<file path="config.mk">
export PLATFORM = sky130hd
export DESIGN_NAME = asc_axil_master
export DESIGN_NICKNAME = d
export VERILOG_FILES = /design/src/rtl/asc_axil_master.sv
export SDC_FILE = /design/constraint.sdc
export NUM_CORES = 1
export LEC_CHECK = 0
export ABC_AREA = 1
export BUFFER_PORTS_ARGS = -buffer_cell sky130_fd_sc_hd__buf_2
export CAP_MARGIN = 20
export CORE_AREA = 2 2 120 122
export CTS_CLUSTER_DIAMETER = 100
export DETAILED_ROUTE_END_ITERATION = 6
export DIE_AREA = 0 0 122 124
export GPL_TIMING_DRIVEN = 1
export MAX_ROUTING_LAYER = met4
export PLACE_DENSITY = 0.76
export SLEW_MARGIN = 20
export SYNTH_ARGS = -nofsm -noshare
export SYNTH_HDL_FRONTEND = slang
export SYNTH_SLANG_ARGS = --single-unit
</file>
<file path="constraint.sdc">
create_clock -name clk -period 1.7 [get_ports clk]
set_input_delay 0.085 -clock clk [delete_from_list [all_inputs] [get_ports clk]]
set_output_delay 0.085 -clock clk [all_outputs]
set_load 0.005 [all_outputs]
</file>
<file path="src/rtl/asc_axil_master.sv">
module asc_axil_master #(
  parameter int ADDR_W = 32,
  parameter int DATA_W = 32
) (
  input  logic              clk,
  input  logic              rst_n,
  input  logic [7:0]        in_data,
  input  logic              in_valid,
  output logic              in_ready,
  output logic [ADDR_W-1:0] m_awaddr,
  output logic [2:0]        m_awprot,
  output logic              m_awvalid,
  input  logic              m_awready,
  output logic [DATA_W-1:0] m_wdata,
  output logic [DATA_W/8-1:0] m_wstrb,
  output logic              m_wvalid,
  input  logic              m_wready,
  input  logic [1:0]        m_bresp,
  input  logic              m_bvalid,
  output logic              m_bready,
  output logic [ADDR_W-1:0] m_araddr,
  output logic [2:0]        m_arprot,
  output logic              m_arvalid,
  input  logic              m_arready,
  input  logic [DATA_W-1:0] m_rdata,
  input  logic [1:0]        m_rresp,
  input  logic              m_rvalid,
  output logic              m_rready,
  output logic              rsp_valid,
  input  logic              rsp_ready,
  output logic [1:0]        rsp_kind,
  output logic [ADDR_W-1:0] rsp_addr,
  output logic [DATA_W-1:0] rsp_data,
  input  logic              rsp_busy
);
  localparam int NA   = ADDR_W / 4;
  localparam int ND   = DATA_W / 4;
  localparam int NMAX = (NA > ND) ? NA : ND;
  localparam int CW   = $clog2(NMAX) + 1;
  localparam logic [1:0] K_OK = 2'd1, K_ERR = 2'd2, K_RD = 2'd3;

  typedef enum logic [1:0] {P_IDLE, P_ADDR, P_DATA, P_EOL} pst_t;
  typedef enum logic [2:0] {B_IDLE, B_AW, B_W, B_B, B_AR, B_R} bst_t;

  function automatic logic is_hex(input logic [7:0] c);
    return (c >= 8'h30 && c <= 8'h39) || (c >= 8'h41 && c <= 8'h46) ||
           (c >= 8'h61 && c <= 8'h66);
  endfunction

  function automatic logic [3:0] hex_nib(input logic [7:0] c);
    return (c <= 8'h39) ? c[3:0] : c[3:0] + 4'd9;
  endfunction

  pst_t pst;
  bst_t bst;
  logic is_wr;
  logic [CW-1:0] cnt;
  logic [ADDR_W-1:0] acc_a;
  logic [DATA_W-1:0] acc_d;
  logic [DATA_W-1:0] rd_q;

  logic take, ws, eol_ch, hx, is_w, is_r, field, last_nib, perr, commit;
  logic unused_resp;

  assign take     = in_valid & in_ready;
  assign ws       = (in_data == 8'h20) || (in_data == 8'h09);
  assign eol_ch   = (in_data == 8'h0D) || (in_data == 8'h0A);
  assign hx       = is_hex(in_data);
  assign is_w     = (in_data == 8'h57) || (in_data == 8'h77);
  assign is_r     = (in_data == 8'h52) || (in_data == 8'h72);
  assign field    = (pst == P_ADDR) || (pst == P_DATA);
  assign last_nib = (pst == P_ADDR) ? (cnt == CW'(NA - 1)) : (cnt == CW'(ND - 1));
  assign perr     = take && (((pst == P_IDLE) && !is_w && !is_r && !ws && !eol_ch) ||
                             (field && !hx && !(ws && cnt == '0)) ||
                             ((pst == P_EOL) && !eol_ch));
  assign commit   = take && (pst == P_EOL) && (in_data == 8'h0A);

  assign in_ready    = (bst == B_IDLE) && !rsp_valid && !rsp_busy;
  assign unused_resp = ^{m_bresp, m_rresp};

  always_ff @(posedge clk or negedge rst_n) begin
    if (!rst_n) begin
      pst   <= P_IDLE;
      is_wr <= 1'b0;
      cnt   <= '0;
      acc_a <= '0;
      acc_d <= '0;
    end else if (perr) begin
      pst <= P_IDLE;
    end else if (take) begin
      case (pst)
        P_IDLE:
          if (is_w || is_r) begin
            is_wr <= is_w;
            cnt   <= '0;
            acc_a <= '0;
            acc_d <= '0;
            pst   <= P_ADDR;
          end
        P_ADDR, P_DATA:
          if (hx) begin
            if (pst == P_ADDR) acc_a <= {acc_a[ADDR_W-5:0], hex_nib(in_data)};
            else               acc_d <= {acc_d[DATA_W-5:0], hex_nib(in_data)};
            if (last_nib) begin
              cnt <= '0;
              pst <= (pst == P_ADDR && is_wr) ? P_DATA : P_EOL;
            end else begin
              cnt <= cnt + CW'(1);
            end
          end
        P_EOL:
          if (commit) pst <= P_IDLE;
        default: pst <= P_IDLE;
      endcase
    end
  end

  always_ff @(posedge clk or negedge rst_n) begin
    if (!rst_n) begin
      bst       <= B_IDLE;
      rsp_valid <= 1'b0;
      rsp_kind  <= K_OK;
      rd_q      <= '0;
    end else begin
      if (rsp_valid && rsp_ready) rsp_valid <= 1'b0;
      if (perr) begin
        rsp_valid <= 1'b1;
        rsp_kind  <= K_ERR;
      end
      case (bst)
        B_IDLE: if (commit) bst <= is_wr ? B_AW : B_AR;
        B_AW:   if (m_awready) bst <= B_W;
        B_W:    if (m_wready) bst <= B_B;
        B_B:
          if (m_bvalid) begin
            bst       <= B_IDLE;
            rsp_valid <= 1'b1;
            rsp_kind  <= K_OK;
          end
        B_AR:   if (m_arready) bst <= B_R;
        B_R:
          if (m_rvalid) begin
            bst       <= B_IDLE;
            rd_q      <= m_rdata;
            rsp_valid <= 1'b1;
            rsp_kind  <= K_RD;
          end
        default: bst <= B_IDLE;
      endcase
    end
  end

  assign m_awaddr  = acc_a;
  assign m_araddr  = acc_a;
  assign m_wdata   = acc_d;
  assign m_wstrb   = '1;
  assign m_awprot  = 3'b000;
  assign m_arprot  = 3'b000;
  assign m_awvalid = (bst == B_AW);
  assign m_wvalid  = (bst == B_W);
  assign m_bready  = (bst == B_B);
  assign m_arvalid = (bst == B_AR);
  assign m_rready  = (bst == B_R);
  assign rsp_addr  = acc_a;
  assign rsp_data  = rd_q;
endmodule


</file>
Word level (Yosys, flattened, before mapping)
Index checks and enable logic that the tools add are counted.
{"block": "totals", "reg_bits": 109, "inputBits": 54}
{"block": "op_classes", "n_addsub": 2, "magnitude_cmp": 6, "n_eq_ne": 31, "n_mux": 37, "n_bitwise": 2, "reduce_logical": 49}
{"operator": "two-way mux 32 bit", "n": 5}
{"operator": "one-hot mux 32 bit (2 select lines)", "n": 2}
{"operator": "== test 8 x 7 -> 1 bit, second input constant", "n": 4}
{"operator": "== test 8 x 4 -> 1 bit, second input constant", "n": 3}
{"operator": "two-way mux 3 bit", "n": 7}
{"operator": "logical AND 1 bit", "n": 18}
{"operator": "two-way mux 2 bit", "n": 9}
{"operator": "one-hot mux 3 bit (6 select lines)", "n": 1}
{"operator": "AND reduction 6 bit", "n": 3}
{"operator": "greater-or-equal comparator 8 x 7 -> 1 bit, second input constant", "n": 2}
{"operator": "<= comparator 8 x 7 -> 1 bit, second input constant", "n": 2}
{"operator": "two-way mux 4 bit", "n": 4}
{"operator": "!= test 2 bit, second input constant", "n": 6}
{"operator": "logical OR 1 bit", "n": 10}
{"operator": "AND reduction 5 bit", "n": 2}
{"operator": "!= test 3 bit, second input constant", "n": 3}
{"operator": "== test 8 x 6 -> 1 bit, second input constant", "n": 1}
{"operator": "greater-or-equal comparator 8 x 6 -> 1 bit, second input constant", "n": 1}
{"operator": "<= comparator 8 x 6 -> 1 bit, second input constant", "n": 1}
{"operator": "logical NOT 1 bit", "n": 8}
{"operator": "!= test 2 x 1 -> 1 bit, second input constant", "n": 4}
{"operator": "one-hot mux 4 bit (2 select lines)", "n": 1}
{"operator": "== test 3 x 2 -> 1 bit, second input constant", "n": 2}
{"operator": "== test 3 bit, second input constant", "n": 2}
{"operator": "other kinds (20)", "n": 26}

Depth between registers and ports, before layout
Gate-level depths: netlist of run 1.
{"block": "logic_depth", "depth_word": 13, "depth_mapped": 14, "mapped_depth_nobuf": 14}

Least setup slack after synthesis of run 1
Ideal clock, no wire load.
{"block": "synth_timing", "path_kind": "register to register", "start": "reg pst[0]", "end": "reg acc_a[10] (netlist: m_araddr[10])", "t_arrival_ps": 1651, "required_ps": 1583, "path_slack_ps": -68, "stages_incl_launch_ff": 11, "path_buffers": 2, "synth_period_minus_slack_ps": 1768, "cell_sequence": "dfrtp_1 > inv_1 > ha_1 > buf_8 > nand2_2 > o21ai_2 > nor3_4 > nand2_4 > buf_6 > nand2_2 > o21ai_2"}
{"block": "synth_between", "elab_chain_len": 10, "word_cells_on_any_way": 23, "cone_classes": "eq/ne (6); mux (1); bitwise (1); reduce/logical (15)"}
{"item": "start, declared", "line_no": "54", "rtl": "pst_t pst;"}
{"item": "start signal, assigned", "line_no": "106", "rtl": "pst <= (pst == P_ADDR && is_wr) ? P_DATA : P_EOL;"}
{"item": "logical NOT 2 bit", "line_no": "73, 91"}
{"item": "logical AND 1 bit (4 in series)", "line_no": "73", "rtl": "assign perr = take && (((pst == P_IDLE) && !is_w && !is_r && !ws && !eol_ch) ||"}
{"item": "logical OR 1 bit", "line_no": "73"}
{"item": "logical OR 1 bit", "line_no": "74", "rtl": "(field && !hx && !(ws && cnt == '0)) ||"}
{"item": "logical AND 1 bit", "line_no": "73"}
{"item": "NOT 1 bit (no line)"}
{"item": "AND reduction 6 bit (no line)"}
{"item": "end signal, assigned", "line_no": "102", "rtl": "if (pst == P_ADDR) acc_a <= {acc_a[ADDR_W-5:0], hex_nib(in_data)};"}
{"item": "end, declared", "line_no": "58", "rtl": "logic [ADDR_W-1:0] acc_a;"}
Parallel ways exist; a longest one is shown, timed or not.
A chain may end at the register's enable or synchronous reset.

Final worst setup path of run 1
{"block": "layout_timing", "start": "reg pst[0]", "end": "reg acc_d[24] (netlist: m_wdata[24])"}
{"block": "layout_between", "elab_chain_len": 10, "word_cells_on_any_way": 23, "cone_classes": "eq/ne (6); mux (1); bitwise (1); reduce/logical (15)"}
{"item": "logical NOT 2 bit", "line_no": "73, 91"}
{"item": "logical AND 1 bit (4 in series)", "line_no": "73"}
{"item": "logical OR 1 bit", "line_no": "73"}
{"item": "logical OR 1 bit", "line_no": "74"}
{"item": "logical AND 1 bit", "line_no": "73"}
{"item": "NOT 1 bit (no line)"}
{"item": "AND reduction 6 bit (no line)"}
{"item": "end signal, assigned", "line_no": "103", "rtl": "else acc_d <= {acc_d[DATA_W-5:0], hex_nib(in_data)};"}
{"item": "end, declared", "line_no": "59", "rtl": "logic [DATA_W-1:0] acc_d;"}
Parallel ways exist; a longest one is shown, timed or not.

==> results_dict.tcl, run 1 <==
set metrics [dict create \
    syn_inst 634 \
    drt-pass1-iter-count 5 \
    hold_depth 3 \
    clock_path_buffers 2 \
    power_density_nw_per_um2 903 \
    htree_levels 3 \
    wl_per_cell_um 14.0 \
    place_area_sq_um 7210 \
    failed_checks "negative setup slack" \
    synth_seq_area_share 0.451 \
    dp_hpwl_um 9860 \
    finalHoldViolCount 0 \
    rr_worst_depth 12 \
    rsz0062_at_grt "true" \
    grt_usage 0.193 \
    drive_gt1_frac 0.579 \
    slew_violations 0 \
    grt_overflow 0 \
    synth_top_area_frac 0.446 \
    layout.nets 954 \
    grt_max_degree 39 \
    synth_area_per_cell_sq_um 9.55 \
    clk_latency_ps 350 \
    yosys_warnings 0 \
    drc_errors 0 \
    grt_pass1_vias 4693 \
    grt_pass1_wl_um 22500 \
    place.gp.congestion 0.837 \
    startpoint_type "register" \
    peakVddDrop_mv 0.728 \
    io_pins 233 \
    cts_made_buffers 9 \
    drtAntennaViolNets 0 \
    routed_wirelength_um 15000 \
    required_ps 1950 \
    io_buffers 218 \
    fp-row-count 43 \
    design_area_sq_um 8500 \
    synth.distinct_cells 36 \
    synth_top_area_cell "dfrtp_1" \
    area_growth_pct 40.3 \
    drv_cap 0 \
    die_height_um 124 \
    fin_util 0.619 \
    min_period_ps 1740 \
    start_util 0.441 \
    finalPower_w 0.00768 \
    path_clk_slew_ps 80 \
    ys_ff_latch 109 \
    fin_ws_ps -44.9 \
    leakage_nw 4.48 \
    fillerInstances 1092 \
    hold_path_class "input port to register" \
    critical_path_class "register to register" \
    cts.sinks 109 \
    drt_iter0_drc 233 \
    period_share 1.03 \
    endpoint_kind "register" \
    cp_max_fo 8 \
    setup_viol 51 \
    diodes 0 \
    core-area_sq_um 13700 \
    die_area_sq_um 15100 \
    cts_tree "yes" \
    outcome "finished with violations" \
    vias_per_cell 4.73 \
    arrival_ps 2000 \
    skew_ps 7.30 \
    vias 5079 \
    synth.area.top_cells "dfrtp_1 (45%), buf_4 (9.3%), o21ai_2 (8.4%)" \
    synth_area_sq_um 6060 \
    root_buffer "clkbuf_16" \
    antenna_found_initial 0 \
    timing.hold.ws_ps 32.2 \
    die_w_um 122 \
    fmaxAchievable_ghz 0.573 \
]
logic make-up (layout without fill, tap and decap cells):
| family | after synthesis | in the layout | synth area share |
|---|---|---|---|
| other cells | 2 | 10 | 0.00124 |
| flops | 109 | 109 | 0.451 |
| compound gates | 83 | 83 | 0.107 |
| fa+ha+maj | 12 | 12 | 0.0248 |
| simple gates | 262 | 264 | 0.210 |
| buf+inv | 134 | 383 | 0.147 |
| mux | 32 | 32 | 0.0595 |
repair_timing:
action / 4_1_cts / 5_1_grt
pin swaps: 4 / 13
endpoints found under the setup margin: 65 / 76
setup buffers: 6 / 6
resized for setup: 29 / 54
hold buffers: 34 / 0
gates cloned: 3 / 7
hold endpoints to repair: 60 / 0
state kept, by name (all words and copies together), names as in the netlist, 2 cells and up:
register and count:
rsp_data 32, m_wdata 32, m_araddr 32, rsp_kind 2, pst 2, cnt 4
bst 3
metrics by stage:
stage	worst slack [ps]	setup TNS, ps	cells
after floorplan	-38.1	-1170	642
after global placement	-136	-5980	1001
after detailed placement	-169	-7650	1001
after CTS	-19.7	-371	1060
after global routing	-117	-6140	1073
final	-44.9	-1470	1073
placed cells by master, fill, tap and decap left out, types with 3 or more instances in the layout:
cell,instances
buf_6,17
ha_1,10
a21oi_1,7
buf_2,217
nand3_1,19
nand3_2,5
inv_1,24
nand2_2,46
buf_4,47
nand2_8,4
nor3_2,3
nor2_1,22
inv_2,11
mux2_2,32
o21ai_0,9
buf_12,9
clkbuf_16,14
nand2_4,23
o21ai_2,58
nor3_1,4
nand4_1,3
nor2_2,9
conb_1,10
nand2_1,119
dfrtp_1,107
dlygate4sd3_1,34
synthesized netlist by cell type:
| cell type | count |
|---|---|
| mux2_2 | 32 |
| nor2_1 | 26 |
| nor2_2 | 5 |
| inv_1 | 29 |
| nand3b_1 | 1 |
| o2111ai_1 | 1 |
| conb_1 | 2 |
| buf_8 | 1 |
| buf_4 | 75 |
| clkbuf_1 | 7 |
| o211ai_1 | 2 |
| a21boi_0 | 1 |
| buf_2 | 3 |
| and2_1 | 1 |
| o21ai_2 | 58 |
| o21ai_0 | 10 |
| nand2_2 | 60 |
| dfstp_2 | 1 |
| a21oi_2 | 1 |
| nor3_1 | 6 |
| nand3_1 | 21 |
| a21oi_1 | 8 |
| inv_2 | 7 |
| nand2_1 | 128 |
| nor3_4 | 2 |
| nand2_4 | 2 |
| nand3_2 | 4 |
| o22ai_1 | 1 |
| buf_6 | 12 |
| nor3_2 | 1 |
| ha_1 | 12 |
| dfrtp_1 | 108 |
| o21ai_1 | 1 |
| nor4_1 | 1 |
| nor3b_1 | 1 |
| nand4_1 | 3 |
routing by layer:
layer	wire length, um	global-route usage	share of wire
met2	7890	0.336	0.53
met3	821	0.0394	0.055
met5	0	-	0
met1	6050	0.225	0.40
met4	215	0.0611	0.014
power breakdown:
part | internal, W | total [W] | leakage, nW | switching [W]
combinational | 0.00117 | 0.00231 | 2.86 | 0.00114
clock | 0.00121 | 0.00225 | 0.154 | 0.00104
sequential | 0.00294 | 0.00312 | 1.47 | 0.000181
worst paths after layout:
| path | from | end | slack, ps |
|---|---|---|---|
| max | pst[0] | m_wdata[24] | -40 |
| min | m_bvalid | rsp_kind[0] | 30 |
| max reg2reg | pst[0] | m_wdata[24] | -40 |
| min reg2reg | rsp_kind[0] | rsp_kind[0] | 490 |
| max in group asynchronous | rst_n | rsp_kind[0] | 870 |
| min in group asynchronous | rst_n | m_wdata[26] | 220 |
critical path: stages (launching register included):
cell and delay [ps]:
dfrtp_2 440, inv_2 90, ha_4 160, inv_2 30, nor2_1 80, nand3_1 90
nand2_1 90, nand2_2 80, nand3_4 100, clkinv_8 120, nand2_8 130, clkbuf_16 170
o21ai_2 60
area by class of cell:
| cell class | instances | area, sq um | area share |
|---|---|---|---|
| multi-input cells | 401 | 2740 | 0.323 |
| flip-flops and latches | 109 | 2730 | 0.321 |
| repair buffers | 331 | 2330 | 0.274 |
| clock buffers | 10 | 239 | 0.0281 |
| well taps | 180 | 225 | 0.0265 |
| inverters | 36 | 148 | 0.0174 |
| clock inverters | 6 | 82.6 | 0.00972 |
No activity file was read; power rests on OpenSTA's default activity.
==> run 2: changes to the inputs <==
CORE_AREA = 2 2 114 116   (was 2 2 120 122)
DIE_AREA = 0 0 116 118   (was 0 0 122 124)
PLACE_DENSITY = 0.8   (was 0.76)
clock period = 1.8 ns   (was 1.7 ns; I/O delays follow)
==> run 2 against run 1 <==
Net effect: the run now ends clean; non-clock buffer count shrank 24; cell area is 4.7% lower; core utilization grew 3.3 points; first-iteration DRC count is 3.9% higher; combinational power down 8.7%; critical path type unchanged; highest routed layer unchanged.
==> results_dict.tcl, run 2 (synthesis results as in run 1) <==
set metrics [dict create \
    diodes 0 \
    max_stage_delay_ps 420 \
    antenna_found_initial 0 \
    drtAntennaViolNets 0 \
    drt_iter0_drc 242 \
    power_density_nw_per_um2 876 \
    io_buffers 218 \
    htree_levels 3 \
    peakVddDrop_mv 0.661 \
    p_sw_frac 0.299 \
    design_area_sq_um 8100 \
    cts.sinks 109 \
    fillerInstances 992 \
    start_util 0.488 \
    pre_cts_slack_ps 0.445 \
    path_buf_inv 4 \
    seqPwrFrac 0.417 \
    place_area_sq_um 7000 \
    startpoint_type "register" \
    final_common_cell "buf_2" \
    vias 5006 \
    leakage_nw 4.36 \
    layoutNonFillerInstCount 1041 \
    drc_errors 0 \
    io_pins 233 \
    placed_cells 972 \
    p_comb_frac 0.297 \
    fin_ws_ps 38.4 \
    most-common-layout-cells "buf_2 (217), nand2_1 (125), dfrtp_1 (108)" \
    drive_gt1_frac 0.544 \
    r2r_start "pst[0]" \
    drt-pass1-iter-count 7 \
    period_share 0.979 \
    cts_made_buffers 9 \
    rsz0062_at_grt "true" \
    dp_hpwl_um 9270 \
    p_int_w 0.00497 \
    cts_tree "yes" \
    grt_pass1_wl_um 21900 \
    cp_top_family "buffers and inverters" \
    p_switching_w 0.00213 \
    wl_per_cell_um 14.3 \
    arrival_ps 2000 \
    r2r_setup_slack_ps 40 \
    clk_latency_ps 340 \
    routed_wirelength_um 14900 \
    drv_cap 0 \
    hold_path_class "input port to register" \
    die_area_sq_um 13700 \
    rr_worst_depth 11 \
    crit_path_frequent_cell "buf_4" \
    setup_viol 0 \
    grt_pass1_vias 4580 \
    slew_violations 0 \
    area_growth_pct 33.8 \
    die_height_um 118 \
    worst_pin_slew_ps 646 \
    hold_depth 3 \
    path_cells "inv_2 > ha_4 > nand2_1 > nor2_2 > buf_4 > nor3_4 > buf_4 > nand2_8 > clkbuf_16 > nand2_2 > o21ai_2" \
    skew_ps 8.44 \
    clock_path_buffers 2 \
    fin_util 0.653 \
    min_period_ps 1760 \
    path_clk_slew_ps 70 \
    required_ps 2040 \
    timing.hold.ws_ps 61.0 \
    root_buffer "clkbuf_16" \
    die_w_um 116 \
    layout.nets 930 \
    grt_max_degree 110 \
    place.gp.congestion 0.889 \
    fmaxAchievable_ghz 0.568 \
    slew_headroom 0.569 \
    vias_per_cell 4.81 \
    core-area_sq_um 12400 \
    grt_overflow 0 \
    min_from "m_bvalid" \
    r2r-end "m_araddr[29]" \
    endpoint_kind "register" \
    cp_max_fo 7 \
    critical_path_class "register to register" \
    power.share.clock 0.286 \
    outcome "finished, final reports clean" \
    finalHoldViolCount 0 \
    cpMaxStageDelayCell "dfrtp_1" \
    holdPathEnd "rsp_kind[0]" \
    fp-row-count 41 \
    grt_usage 0.204 \
]
-- run 2: final cells by class --
class	count	area, sq um	area share
Clock buffer	12	246	0.0304
Clock inverter	4	55.1	0.00679
Inverter	36	148	0.0182
Multi-Input combinational cell	401	2610	0.322
Sequential cell	109	2730	0.337
Tap cell	172	215	0.0266
Timing Repair Buffer	307	2100	0.259
-- run 2: worst reg2reg max path, stage by stage, from the launching register on --
cell and delay [ps]:
dfrtp_1 420, inv_2 80, ha_4 170, nand2_1 70, nor2_2 40, buf_4 160, nor3_4 190, buf_4 170
nand2_8 80, clkbuf_16 180, nand2_2 60, o21ai_2 50
-- run 2: worst max path at each step --
| stage | from | endpoint | slack, ps | cells after the start |
|---|---|---|---|---|
| 2_1_floorplan | pst[0] | m_araddr[10] | 30 | 10 |
| 3_3_place_gp | pst[0] | pst[0] | 20 | 9 |
| 3_5_place_dp | in_data[1] | m_araddr[27] | 0.4 | 15 |
| 4_1_cts | cnt[1] | m_araddr[27] | 20 | 11 |
| 5_1_grt | bst[1] | m_araddr[28] | -60 | 11 |
| 6_report | pst[0] | m_araddr[29] | 40 | 11 |
-- run 2: timing repair --
action	CTS	global route
pin swaps	0	12
hold endpoints to repair	141	0
cloned	1	9
hold buffers	34	0
gates resized for setup	1	36
buffers inserted	0	9
endpoints found under the setup margin	2	68
-- run 2: power by group through the flow --
stage	Sequential, W	Combinational (W)	Clock [W]
final	0.00296	0.00211	0.00203
after global routing	0.00300	0.00232	0.00218
after CTS	0.00294	0.00193	0.00209
after detailed placement	0.00298	0.00180	0
after global placement	0.00297	0.00177	0
after floorplan	0.00302	0.000940	0
-- run 2: through the flow --
| step | TNS, ps | total power, W |
|---|---|---|
| 6_report | 0 | 0.00710 |
| 5_1_grt | -3230 | 0.00751 |
| 4_1_cts | 0 | 0.00695 |
| 3_5_place_dp | 0 | 0.00478 |
| 3_3_place_gp | 0 | 0.00474 |
| 2_1_floorplan | 0 | 0.00396 |
-- run 2: per-layer routing --
| metal | vias up | GRT usage | part of all wire |
|---|---|---|---|
| met4 | 0 | 0.0588 | 0.015 |
| met2 | 208 | 0.329 | 0.50 |
| met5 | - | - | 0 |
| met1 | 2364 | 0.258 | 0.42 |
| met3 | 20 | 0.0438 | 0.061 |
| li1 | 2414 | - | - |
==> run 3: changes to the inputs <==
clock period = 2 ns   (was 1.8 ns; I/O delays follow)
==> run 3 against run 2 <==
Net effect: die area unchanged; sequential share of layout area increased by 2.6 points; sequential power decreased by 9.5%; hold slack got worse by 41 ps; global-route usage about the same; critical path type unchanged; highest routed layer unchanged.
==> results_dict.tcl, run 3 (synthesis results as in run 1) <==
set metrics [dict create \
    outcome "finished, final reports clean" \
    drv_cap 0 \
    cts_made_buffers 9 \
    setup_viol 0 \
    cts.sinks 109 \
    die_height_um 118 \
    die_w_um 116 \
    startpoint_type "register" \
    endpoint "m_wdata[21]" \
    period_share 0.930 \
    area_growth_pct 24.2 \
    clock_path_buffers 2 \
    drtAntennaViolNets 0 \
    cp_max_fo 28 \
    fmaxAchievable_ghz 0.538 \
    rr_worst_depth 11 \
    slew_violations 0 \
    layoutNonFillerInstCount 1000 \
    busiest_layer "met2" \
    drc_errors 0 \
    core-area_sq_um 12400 \
    diodes 0 \
    arrival_ps 2090 \
    drt_iter0_drc 280 \
    io_buffers 218 \
    grt_max_degree 60 \
    place_area_sq_um 6830 \
    r2r_start "bst[0]" \
    fin_util 0.606 \
    r2r-end "m_wdata[21]" \
    leakage_nw 4.08 \
    drt-pass1-iter-count 4 \
    grt_pass1_vias 4544 \
    fin_setup_tns_ps 0 \
    r2r_setup_slack_ps 140 \
    worst_pin_slew_ps 508 \
    grt_use_met2 0.327 \
    min_period_ps 1860 \
    final_common_cell "buf_2" \
    power_density_nw_per_um2 816 \
    most-common-layout-cells "buf_2 (217), nand2_1 (128), dfrtp_1 (108)" \
    hold_path_class "input port to register" \
    vias_per_cell 4.77 \
    path_clk_slew_ps 70 \
    antenna_found_initial 0 \
    vias 4768 \
    use_met1 0.254 \
    design_area_sq_um 7520 \
    endpoint_kind "register" \
    io_pins 233 \
    die_area_sq_um 13700 \
    start_util 0.488 \
    peakVddDrop_mv 0.645 \
    skew_ps 9.58 \
    critical_path_class "register to register" \
    place.gp.congestion 0.862 \
    grt_pass1_wl_um 21700 \
    crit_path_start "bst[0]" \
    layout.nets 889 \
    clk_latency_ps 340 \
    fp-row-count 41 \
    finalHoldViolCount 0 \
    htree_levels 3 \
    root_buffer "clkbuf_16" \
    timing.hold.ws_ps 19.6 \
    wl_per_cell_um 13.6 \
    placed_cells 952 \
    slew_headroom 0.658 \
    routed_wirelength_um 13600 \
    use_met3 0.0427 \
    required_ps 2230 \
    grt_overflow 0 \
    dp_hpwl_um 9490 \
    grt_usage 0.204 \
    drive_gt1_frac 0.516 \
    cts_tree "yes" \
]
[run 3: cell types whose count changed in the layout (fill, tap and decap cells not counted), sizes merged, moves of 2 or more]
cell         previous run  this run
nand2                 192       190
dlygate4sd3            34        31
buf                   266       236
clkbuf                 18        11
clkinv                  2         4
[run 3: worst min path at each step]
stage | slack (ps) | end | startpoint | cells past startpoint
floorplan | -200 | bst[0] | rst_n | 0
global placement | 20 | rsp_data[25] | rst_n | 1
detailed placement | 30 | bst[0] | rst_n | 1
CTS | 4 | rsp_data[25] | m_rdata[25] | 2
global route | 7 | rsp_data[25] | m_rdata[25] | 2
finish | 20 | rsp_data[25] | m_rdata[25] | 2
[run 3: final cells by class]
cell class / instances / area (sq um)
clock buffers: 10 / 239
multi-input cells: 399 / 2490
well taps: 172 / 215
clock inverters: 6 / 83.8
repair buffers: 268 / 1630
flip-flops and latches: 109 / 2730
fillers: 1055 / 4890
inverters: 36 / 140
[run 3: metal layers]
layer | routed length (um) | share of wire
met5 | 0 | 0
met4 | 270 | 0.020
met3 | 927 | 0.068
met2 | 6490 | 0.48
met1 | 5950 | 0.44
[run 3: report_power, final]
part,total (W),internal [W],leakage (nW),switching [W]
Clock,0.00194,0.00113,0.163,0.000804
Sequential,0.00268,0.00250,1.47,0.000178
Combinational,0.00153,0.000707,2.44,0.000821
[run 3: repair_timing]
item	4_1_cts	5_1_grt
endpoints found under the setup margin	0	47
hold endpoints to repair	52	0
resized for setup	0	6
setup buffers	0	0
hold buffers	31	0
[run 3: stage by stage]
stage          total power (W)  setup WS (ps)
6_report               0.00614            140
3_3_place_gp           0.00408            117
5_1_grt                0.00644          -2.01
3_5_place_dp           0.00414           75.2
4_1_cts                0.00613           70.6
2_1_floorplan          0.00356            232
[run 3: worst max-delay path, stage by stage, from the launching register on]
cell and delay, ps:
dfrtp_1 430, nor2_2 150, nand2_1 110, nor3_2 160
nand2_1 130, inv_2 90, nand3_2 120, clkinv_4 120
nand2_4 100, buf_12 210, nand2_2 70, o21ai_2 50
